--- config.mk ---
export PLATFORM = sky130hd
export DESIGN_NAME = fp_issue_interlock
export DESIGN_NICKNAME = d
export VERILOG_FILES = /design/src/rtl/fpIlkPkg.sv /design/src/rtl/ilkDatapath.sv /design/src/rtl/ilkCtrl.sv /design/src/rtl/fp_issue_interlock.sv
export SDC_FILE = /design/constraint.sdc
export NUM_CORES = 1
export LEC_CHECK = 0
export BUFFER_PORTS_ARGS = -buffer_cell sky130_fd_sc_hd__buf_2
export CAP_MARGIN = 20
export CORE_ASPECT_RATIO = 1.4
export CORE_MARGIN = 1
export CORE_UTILIZATION = 55
export CTS_BUF_LIST = sky130_fd_sc_hd__clkbuf_4 sky130_fd_sc_hd__clkbuf_8
export DETAILED_ROUTE_END_ITERATION = 10
export PLACE_DENSITY_LB_ADDON = 0.3
export SLEW_MARGIN = 30
export SYNTH_ARGS = -nofsm -noshare
export SYNTH_HDL_FRONTEND = slang
export SYNTH_HIERARCHICAL = 1
export SYNTH_SLANG_ARGS = --single-unit
--- constraint.sdc ---
create_clock -name clk -period 4.8 [get_ports clk]
set_input_delay 0.48 -clock clk [delete_from_list [all_inputs] [get_ports clk]]
set_output_delay 0.48 -clock clk [all_outputs]
set_load 0.05 [all_outputs]
--- src/rtl/fpIlkPkg.sv ---
`timescale 1ns/1ps
package fpIlkPkg;
  typedef enum logic [1:0] {
    OP_ADD = 2'd0,
    OP_MUL = 2'd1,
    OP_DIV = 2'd2,
    OP_USE = 2'd3
  } opKind_e;

  // Strobes from control to datapath: which unit accepts the candidate.
  typedef struct packed {
    logic goAdd;
    logic goMul;
    logic goDiv;
  } ilkStrobe_t;
endpackage

--- src/rtl/ilkDatapath.sv ---
`timescale 1ns/1ps
module ilkDatapath
  import fpIlkPkg::*;
#(
  parameter int ADD_DEPTH  = 4,
  parameter int MUL_DEPTH  = 7,
  parameter int DIV_CYCLES = 24,
  parameter int REG_W      = 5,
  localparam int WB_MAX = (DIV_CYCLES > MUL_DEPTH)
                          ? ((DIV_CYCLES > ADD_DEPTH) ? DIV_CYCLES : ADD_DEPTH)
                          : ((MUL_DEPTH > ADD_DEPTH) ? MUL_DEPTH : ADD_DEPTH),
  localparam int CNT_W = $clog2(DIV_CYCLES + 1)
) (
  input  logic                                 clk,
  input  logic                                 rstN,
  input  ilkStrobe_t                           strobe,
  input  logic [REG_W-1:0]                     dst,
  output logic [ADD_DEPTH-1:0]                 addV,
  output logic [ADD_DEPTH-1:0][REG_W-1:0]      addTag,
  output logic [MUL_DEPTH-1:0]                 mulV,
  output logic [MUL_DEPTH-1:0][REG_W-1:0]      mulTag,
  output logic [CNT_W-1:0]                     divCnt,
  output logic [REG_W-1:0]                     divTag,
  output logic [WB_MAX-1:0]                    wbRes
);
  logic [ADD_DEPTH-1:0]            addVN;
  logic [ADD_DEPTH-1:0][REG_W-1:0] addTagN;
  logic [MUL_DEPTH-1:0]            mulVN;
  logic [MUL_DEPTH-1:0][REG_W-1:0] mulTagN;
  logic [WB_MAX-1:0]               wbResN;

  // Stage tag shift: the slot at index 0 receives the issuing instruction.
  always_comb begin
    addVN[0]   = strobe.goAdd;
    addTagN[0] = dst;
    for (int i = 1; i < ADD_DEPTH; i++) begin
      addVN[i]   = addV[i-1];
      addTagN[i] = addTag[i-1];
    end
    mulVN[0]   = strobe.goMul;
    mulTagN[0] = dst;
    for (int i = 1; i < MUL_DEPTH; i++) begin
      mulVN[i]   = mulV[i-1];
      mulTagN[i] = mulTag[i-1];
    end
  end

  // Bit j of wbRes: a writeback happens j+1 cycles from now.
  // An op of latency L issuing now is L-1 cycles away on the next cycle.
  always_comb begin
    wbResN = {1'b0, wbRes[WB_MAX-1:1]};
    for (int j = 0; j < WB_MAX; j++) begin
      if ((strobe.goAdd && ADD_DEPTH == j + 2) ||
          (strobe.goMul && MUL_DEPTH == j + 2) ||
          (strobe.goDiv && DIV_CYCLES == j + 2))
        wbResN[j] = 1'b1;
    end
  end

  always_ff @(posedge clk or negedge rstN) begin
    if (!rstN) begin
      addV   <= '0;
      addTag <= '0;
      mulV   <= '0;
      mulTag <= '0;
      divCnt <= '0;
      divTag <= '0;
      wbRes  <= '0;
    end else begin
      addV   <= addVN;
      addTag <= addTagN;
      mulV   <= mulVN;
      mulTag <= mulTagN;
      wbRes  <= wbResN;
      if (strobe.goDiv) begin
        divCnt <= CNT_W'(DIV_CYCLES);
        divTag <= dst;
      end else if (divCnt != '0) begin
        divCnt <= divCnt - 1'b1;
      end
    end
  end
endmodule

--- src/rtl/ilkCtrl.sv ---
`timescale 1ns/1ps
module ilkCtrl
  import fpIlkPkg::*;
#(
  parameter int ADD_DEPTH  = 4,
  parameter int MUL_DEPTH  = 7,
  parameter int DIV_CYCLES = 24,
  parameter int REG_W      = 5,
  localparam int WB_MAX = (DIV_CYCLES > MUL_DEPTH)
                          ? ((DIV_CYCLES > ADD_DEPTH) ? DIV_CYCLES : ADD_DEPTH)
                          : ((MUL_DEPTH > ADD_DEPTH) ? MUL_DEPTH : ADD_DEPTH),
  localparam int CNT_W = $clog2(DIV_CYCLES + 1)
) (
  input  logic                                 inValid,
  input  opKind_e                              inKind,
  input  logic [REG_W-1:0]                     srcA,
  input  logic [REG_W-1:0]                     srcB,
  input  logic [REG_W-1:0]                     dst,
  input  logic [ADD_DEPTH-1:0]                 addV,
  input  logic [ADD_DEPTH-1:0][REG_W-1:0]      addTag,
  input  logic [MUL_DEPTH-1:0]                 mulV,
  input  logic [MUL_DEPTH-1:0][REG_W-1:0]      mulTag,
  input  logic [CNT_W-1:0]                     divCnt,
  input  logic [REG_W-1:0]                     divTag,
  input  logic [WB_MAX-1:0]                    wbRes,
  output logic                                 issue,
  output logic                                 stall,
  output ilkStrobe_t                           strobe
);
  logic writes, rawHit, wawHit, portHit, structHit, hazard;
  int   lat;

  function automatic logic readsTag(input logic [REG_W-1:0] tag,
                                    input logic [REG_W-1:0] a,
                                    input logic [REG_W-1:0] b);
    return (tag != '0) && ((tag == a) || (tag == b));
  endfunction

  always_comb begin
    unique case (inKind)
      OP_ADD:  lat = ADD_DEPTH;
      OP_MUL:  lat = MUL_DEPTH;
      OP_DIV:  lat = DIV_CYCLES;
      default: lat = 0;
    endcase
    writes = (inKind != OP_USE);

    // Read-after-write: every stage except the final one of each unit.
    rawHit = 1'b0;
    for (int i = 0; i < ADD_DEPTH - 1; i++)
      if (addV[i] && readsTag(addTag[i], srcA, srcB)) rawHit = 1'b1;
    for (int i = 0; i < MUL_DEPTH - 1; i++)
      if (mulV[i] && readsTag(mulTag[i], srcA, srcB)) rawHit = 1'b1;
    if (divCnt > CNT_W'(1) && readsTag(divTag, srcA, srcB)) rawHit = 1'b1;

    // Write-after-write: every occupied stage, the final one included.
    wawHit = 1'b0;
    if (writes && dst != '0) begin
      for (int i = 0; i < ADD_DEPTH; i++)
        if (addV[i] && addTag[i] == dst) wawHit = 1'b1;
      for (int i = 0; i < MUL_DEPTH; i++)
        if (mulV[i] && mulTag[i] == dst) wawHit = 1'b1;
      if (divCnt != '0 && divTag == dst) wawHit = 1'b1;
    end

    portHit = 1'b0;
    for (int k = 0; k < WB_MAX; k++)
      if (writes && k + 1 == lat) portHit = wbRes[k];

    structHit = (inKind == OP_DIV) && (divCnt != '0);
    hazard    = structHit | portHit | rawHit | wawHit;

    issue        = inValid & ~hazard;
    stall        = inValid & hazard;
    strobe.goAdd = issue && (inKind == OP_ADD);
    strobe.goMul = issue && (inKind == OP_MUL);
    strobe.goDiv = issue && (inKind == OP_DIV);
  end
endmodule

--- src/rtl/fp_issue_interlock.sv ---
`timescale 1ns/1ps
module fp_issue_interlock
  import fpIlkPkg::*;
#(
  parameter int ADD_DEPTH  = 4,
  parameter int MUL_DEPTH  = 7,
  parameter int DIV_CYCLES = 24,
  parameter int REG_W      = 5,
  localparam int WB_MAX = (DIV_CYCLES > MUL_DEPTH)
                          ? ((DIV_CYCLES > ADD_DEPTH) ? DIV_CYCLES : ADD_DEPTH)
                          : ((MUL_DEPTH > ADD_DEPTH) ? MUL_DEPTH : ADD_DEPTH),
  localparam int CNT_W = $clog2(DIV_CYCLES + 1)
) (
  input  logic                 clk,
  input  logic                 rstN,
  input  logic                 inValid,
  input  logic [1:0]           inKind,
  input  logic [REG_W-1:0]     srcA,
  input  logic [REG_W-1:0]     srcB,
  input  logic [REG_W-1:0]     dst,
  output logic                 issue,
  output logic                 stall,
  output logic [ADD_DEPTH-1:0] addOcc,
  output logic [MUL_DEPTH-1:0] mulOcc,
  output logic                 divBusy
);
  ilkStrobe_t                      strobe;
  logic [ADD_DEPTH-1:0]            addV;
  logic [ADD_DEPTH-1:0][REG_W-1:0] addTag;
  logic [MUL_DEPTH-1:0]            mulV;
  logic [MUL_DEPTH-1:0][REG_W-1:0] mulTag;
  logic [CNT_W-1:0]                divCnt;
  logic [REG_W-1:0]                divTag;
  logic [WB_MAX-1:0]               wbRes;

  ilkCtrl #(
    .ADD_DEPTH(ADD_DEPTH), .MUL_DEPTH(MUL_DEPTH),
    .DIV_CYCLES(DIV_CYCLES), .REG_W(REG_W)
  ) ctrl (
    .inValid(inValid), .inKind(opKind_e'(inKind)),
    .srcA(srcA), .srcB(srcB), .dst(dst),
    .addV(addV), .addTag(addTag), .mulV(mulV), .mulTag(mulTag),
    .divCnt(divCnt), .divTag(divTag), .wbRes(wbRes),
    .issue(issue), .stall(stall), .strobe(strobe)
  );

  ilkDatapath #(
    .ADD_DEPTH(ADD_DEPTH), .MUL_DEPTH(MUL_DEPTH),
    .DIV_CYCLES(DIV_CYCLES), .REG_W(REG_W)
  ) dpath (
    .clk(clk), .rstN(rstN), .strobe(strobe), .dst(dst),
    .addV(addV), .addTag(addTag), .mulV(mulV), .mulTag(mulTag),
    .divCnt(divCnt), .divTag(divTag), .wbRes(wbRes)
  );

  assign addOcc  = addV;
  assign mulOcc  = mulV;
  assign divBusy = (divCnt != '0);
endmodule

==> run metrics, run 1 <==
Routability Congestion=0.918; post_cts resized=0; Die Y=109 um; final std cells w/o fill=535; crit path cell chain=or4_4 -> o2111ai_2 -> or3_1 -> nand4_1 -> o31ai_2 -> nand3_2 -> nor2_1 -> buf_2; final setup vio count=0; WL final=10.2 mm; clock sinks=76; nets@finish=451; worst skew pair latency=350 ps; unrepaired setup endpoints after global routing=no; crit path max fanout=5; CTS buffer count=9; Worst path slowest cell=or4_4; total nets after synthesis=448; DR vias=3079; first-pass GRT wire length=16.7 mm; Initial Util=0.577; area growth from synthesis to layout=5.36%; dpl hpwl=6.95 mm; residual antenna-violating net count after detailed routing=0; Hold Buf Count CTS=0; I/O Buffers=33; Worst-path clk slew=80 ps; Worst path max stage delay=590 ps; antenna violations before repair=0; diodes inserted=0; DRT Pass-1 Iters=4; CP top delay family=simple AND/OR/NAND/NOR gates; Final Critical Period=3210 ps; setup bufs post-CTS=0; Max VDD drop=301 uV; worst slew pin tran=687 ps; WP buf/inv=1; Root Buffer=clkbuf_8; final cycle utilization of the critical path=0.669; synth warn=6; core footprint=7850 um2; critical path endpoint category=primary output; Fin Setup TNS=0 ps; pre-CTS WS=1880 ps; # DRC=0; Mapped Area=4530 um2; syn_area_per_cell=10.6 um2; Final Max Tran Viols=0; Max-Slew Margin vs Limit=0.542; share of cells above drive strength 1=0.152; fillers=660; maxcap violations=0; Crit path required time=4320 ps; Max Buffers Root-to-Sink=2; # IOs=34; fmax=0.312 GHz; detailed-route vias per instance=5.76; row count=38; CTS H-tree lvls=3; Pwr per Cell Area=380 nW/um2; Remaining Overflow, GRT=0; vias in the first global route=3087; startpoint types=flop; Hold Path Class=primary input to asynchronous set/reset pin; worst clock skew=5.89 ps; final worst slack=1590 ps; outcome=finished, final reports clean; total leakage power=2.10 nW; dpl cells=519; Fin. Hold Viols=0; largest net degree at the start of global routing=77; WL/cell=19.1 um; Post-Syn Instances=427; critical path arrival=2730 ps; DRT iter0 DRCs=177; die width=78.7 um; total global-route track usage=0.261; CP Class=flop to primary output; CTS tree=built; Die ar.=8600 um2
[layer usage]
metal | wire length (um) | vias up | track usage
met4 | 427 | 0 | 0.136
li1 | - | 1431 | -
met2 | 5080 | 85 | 0.431
met5 | 0 | - | 0
met3 | 361 | 38 | 0.0340
met1 | 4380 | 1525 | 0.336
[state kept, by name, summed over array words and instances, names as in the netlist]
name          flops
dpath/addV        4
dpath/divTag      5
dpath/mulV        7
dpath/divCnt      5
dpath/mulTag     35
dpath/wbRes      20
[final cells by class]
cell class / count / area (um2) / area share
timing repair buffer: 34 / 179 / 0.0375
clock inverter: 7 / 90.1 / 0.0189
tap: 100 / 125 / 0.0262
multi-input combinational: 306 / 2340 / 0.490
sequential: 76 / 1900 / 0.399
clock buffer: 9 / 124 / 0.0260
inverter: 3 / 11.3 / 0.00236
[final timing paths]
| check | to | cells after the start | from | slack (ps) |
|---|---|---|---|---|
| hold / removal | dpath/mulV[4] | 1 | rstN | 130 |
| hold reg to reg | dpath/wbRes[3] | 0 | dpath/wbRes[4] | 350 |
| max in group asynchronous | dpath/mulV[5] | 1 | rstN | 4190 |
| setup / recovery | issue | 8 | dpath/divCnt[4] | 1590 |
| setup reg to reg | dpath/divTag[1] | 9 | dpath/divCnt[4] | 1890 |
| min in group clk | dpath/addV[0] | 2 | inKind[1] | 350 |
[cells in the final DEF (no fill, tap or decap), types with 2 or more instances in the layout]
cell	instances
dfrtp_1	76
nand2_1	2
buf_2	32
nand4_1	3
inv_6	2
nor2_1	25
nor2b_1	2
xor2_1	134
a22oi_1	9
nand3_1	15
o221ai_1	2
xnor2_1	26
o21ai_0	7
nor3_1	24
mux2_2	7
or4_1	10
inv_8	3
clkbuf_8	9
or3b_1	2
nor4_1	12
o22ai_1	5
inv_1	3
[power breakdown]
part / internal [W] / switching, W
Clock: 0.000256 / 0.000266
Sequential: 0.000716 / 0.000128
Combinational: 0.000206 / 0.000240
Total: 0.00118 / 0.000634
[metrics by stage]
stage	util	cell area [um2]	hold slack [ps]	total power [W]
finish	0.608	4770	132	0.00181
global route	0.608	4770	187	0.00191
CTS	0.607	4770	299	0.00182
detailed placement	0.580	4550	336	0.00130
global placement	0.580	4550	336	0.00128
floorplan	-	4530	184	0.00120
(Power assumes the default switching activity.)
==> run 2: changes to the inputs <==
- clock period: 4.8 -> 3 ns (I/O delays scaled with it)
==> run 2 against run 1 <==
Effect of this change: die area did not move; flip-flop and latch count did not move; sequential share of layout area fell by 0.52 points; highest routed layer unchanged; clock skew rose by 3.9 ps; utilization rose by 0.80 points; critical path type unchanged; first-iteration DRC count rose by 27%; power rose by 61%; via count rose by 0.52%; the flow now finishes with violations (negative hold slack); clock-buffer cell count did not move; register-to-register slack got worse by 1700 ps; non-clock buffer count rose by 8; setup slack got worse by 1400 ps.
==> run metrics, run 2 (synthesis results as in run 1) <==
Highest Signal Layer=met4; Hold Buf Count CTS=0 (unchanged); pre-CTS WS=183 ps (-1700 ps); CTS tree=built; # IOs=34 (unchanged); share of cells above drive strength 1=0.167 (+0.0153); Die Y=109 um (unchanged); # DRC=0 (unchanged); fillers=635 (-3.8%); vias in the first global route=3124 (+1.2%); DRT iter0 DRCs=225 (+27%); setup bufs post-CTS=0 (unchanged); dpl hpwl=7.13 mm (+2.6%); CTS buffer count=9 (unchanged); diodes inserted=0 (unchanged); Routability Congestion=0.867 (-5.6%); Final Max Tran Viols=0 (unchanged); DRT Pass-1 Iters=4 (unchanged); Max Buffers Root-to-Sink=2 (unchanged); Reg2Reg Launch Point=dpath/divCnt[4]; CTS H-tree lvls=3 (unchanged); Remaining Overflow, GRT=0 (unchanged); Hold Path Class=primary input to asynchronous set/reset pin; nets@finish=459 (+1.8%); critical path arrival=2530 ps (-200 ps); row count=38 (unchanged); Crit path required time=2700 ps (-1620 ps); Fin. Hold Viols=68 (+68); first-pass GRT wire length=16.4 mm (-1.7%); Min Hold Slack=-53.4 ps (-186 ps); Die ar.=8600 um2 (unchanged); Final Critical Period=2830 ps; most frequent cells in the layout=xor2_1, dfrtp_1, buf_2; WL met1=4.17 mm (-4.7%); clock sinks=76 (unchanged); residual antenna-violating net count after detailed routing=0 (unchanged); critical path endpoint category=primary output; final setup vio count=0 (unchanged); DR vias=3095 (+0.52%); maxcap violations=0 (unchanged); post_cts resized=0 (unchanged); Root Buffer=clkbuf_8; worst skew pair latency=350 ps (about the same); Fin Setup TNS=0 ps (unchanged); Pwr per Cell Area=602 nW/um2 (+59%); Max VDD drop=466 uV (+54%); Met3 Routed Length=349 um (-3.3%); largest net degree at the start of global routing=77 (unchanged); max FFs per register=35 (unchanged); fmax=0.353 GHz; antenna violations before repair=0 (unchanged); die width=78.7 um (unchanged); leading cell type in the layout, fill and taps excluded=xor2_1; failing checks=negative hold slack; final cycle utilization of the critical path=0.945; worst clock skew=9.84 ps (+3.95 ps); register-to-register setup slack=220 ps (-1670 ps); top flop regs=dpath/mulTag: 35 flops, dpath/wbRes: 20 flops, dpath/mulV: 7 flops; unrepaired setup endpoints after global routing=no; outcome=finished, violations left; total leakage power=2.14 nW (+1.8%); worst slew pin tran=680 ps (-6.18 ps); CP Class=flop to primary output; total global-route track usage=0.258 (-0.00301); area growth from synthesis to layout=6.74%; WL final=10.3 mm (+0.27%); Worst-path clk slew=90 ps (about the same); crit path max fanout=5 (unchanged); startpoint types=flop; register with the most flip-flops=dpath/mulTag; final worst slack=166 ps (-1420 ps); met2 WL=5.36 mm (+5.6%); WL/cell=18.9 um (-1.2%); I/O Buffers=33 (unchanged); detailed-route vias per instance=5.70 (-0.96%); core footprint=7850 um2 (unchanged); reg-to-reg critical path endpoint=dpath/divTag[3]; Post-Route Utilization=0.616 (+0.00797); r2r worst-path depth=9 (unchanged); Initial Util=0.577 (unchanged); Max-Slew Margin vs Limit=0.546 (+0.00412)
run 2: cell types whose count changed in the layout (fill, tap and decap cells not counted), sizes merged:
| cell | previous run | this run |
|---|---|---|
| clkbuf | 9 | 10 |
| buf | 34 | 41 |
| inv | 8 | 7 |
| clkinv | 1 | 2 |
run 2: per-layer routing:
layer  track usage  vias up
li1              -     1437
met1         0.306     1541
met2         0.453       87
met3        0.0407       30
met4         0.131        0
met5             0        -
run 2: layout make-up:
cell class,instances,area [um2],share of cell area
Tap cell,100,125,0.0259
Inverter,3,11.3,0.00233
Multi-Input combinational cell,306,2340,0.484
Clock buffer,9,124,0.0256
Sequential cell,76,1900,0.394
Clock inverter,7,90.1,0.0186
Timing Repair Buffer,42,241,0.0500
run 2: report_power, final:
group          total (W)  internal (W)  switching [W]
sequential       0.00134       0.00115       0.000192
combinational   0.000737      0.000338       0.000398
clock           0.000837      0.000407       0.000430
run 2: metrics by stage:
step | instance area [um2] | hold WS (ps) | std cells | power, W
2_1_floorplan | 4530 | 4.41 | 427 | 0.00192
3_3_place_gp | 4610 | 336 | 527 | 0.00206
3_5_place_dp | 4610 | 338 | 527 | 0.00209
5_1_grt | 4830 | 14.2 | 543 | 0.00305
4_1_cts | 4830 | 120 | 543 | 0.00292
6_report | 4830 | -53.4 | 543 | 0.00291
run 2: critical path, cell delays in order, from the launching register on:
cell and delay (ps):
dfrtp_1 450, or4_4 570, nor3_1 200, nor2_1 70, a21oi_1 190, and3_2 230
nand3_2 110, nor2_1 110, clkbuf_4 240
run 2: worst max-delay path by stage:
| stage | cells after the start | startpoint | endpoint | slack, ps |
|---|---|---|---|---|
| after CTS | 8 | dpath/divCnt[4] | issue | 80 |
| after floorplan | 9 | dpath/mulTag[1] | dpath/divTag[0] | 160 |
| final | 8 | dpath/divCnt[4] | issue | 170 |
| after detailed placement | 9 | dpath/divCnt[4] | dpath/divTag[4] | 180 |
| after global placement | 9 | dpath/divCnt[4] | dpath/divTag[4] | 270 |
| after global routing | 7 | dpath/mulTag[16] | issue | 20 |
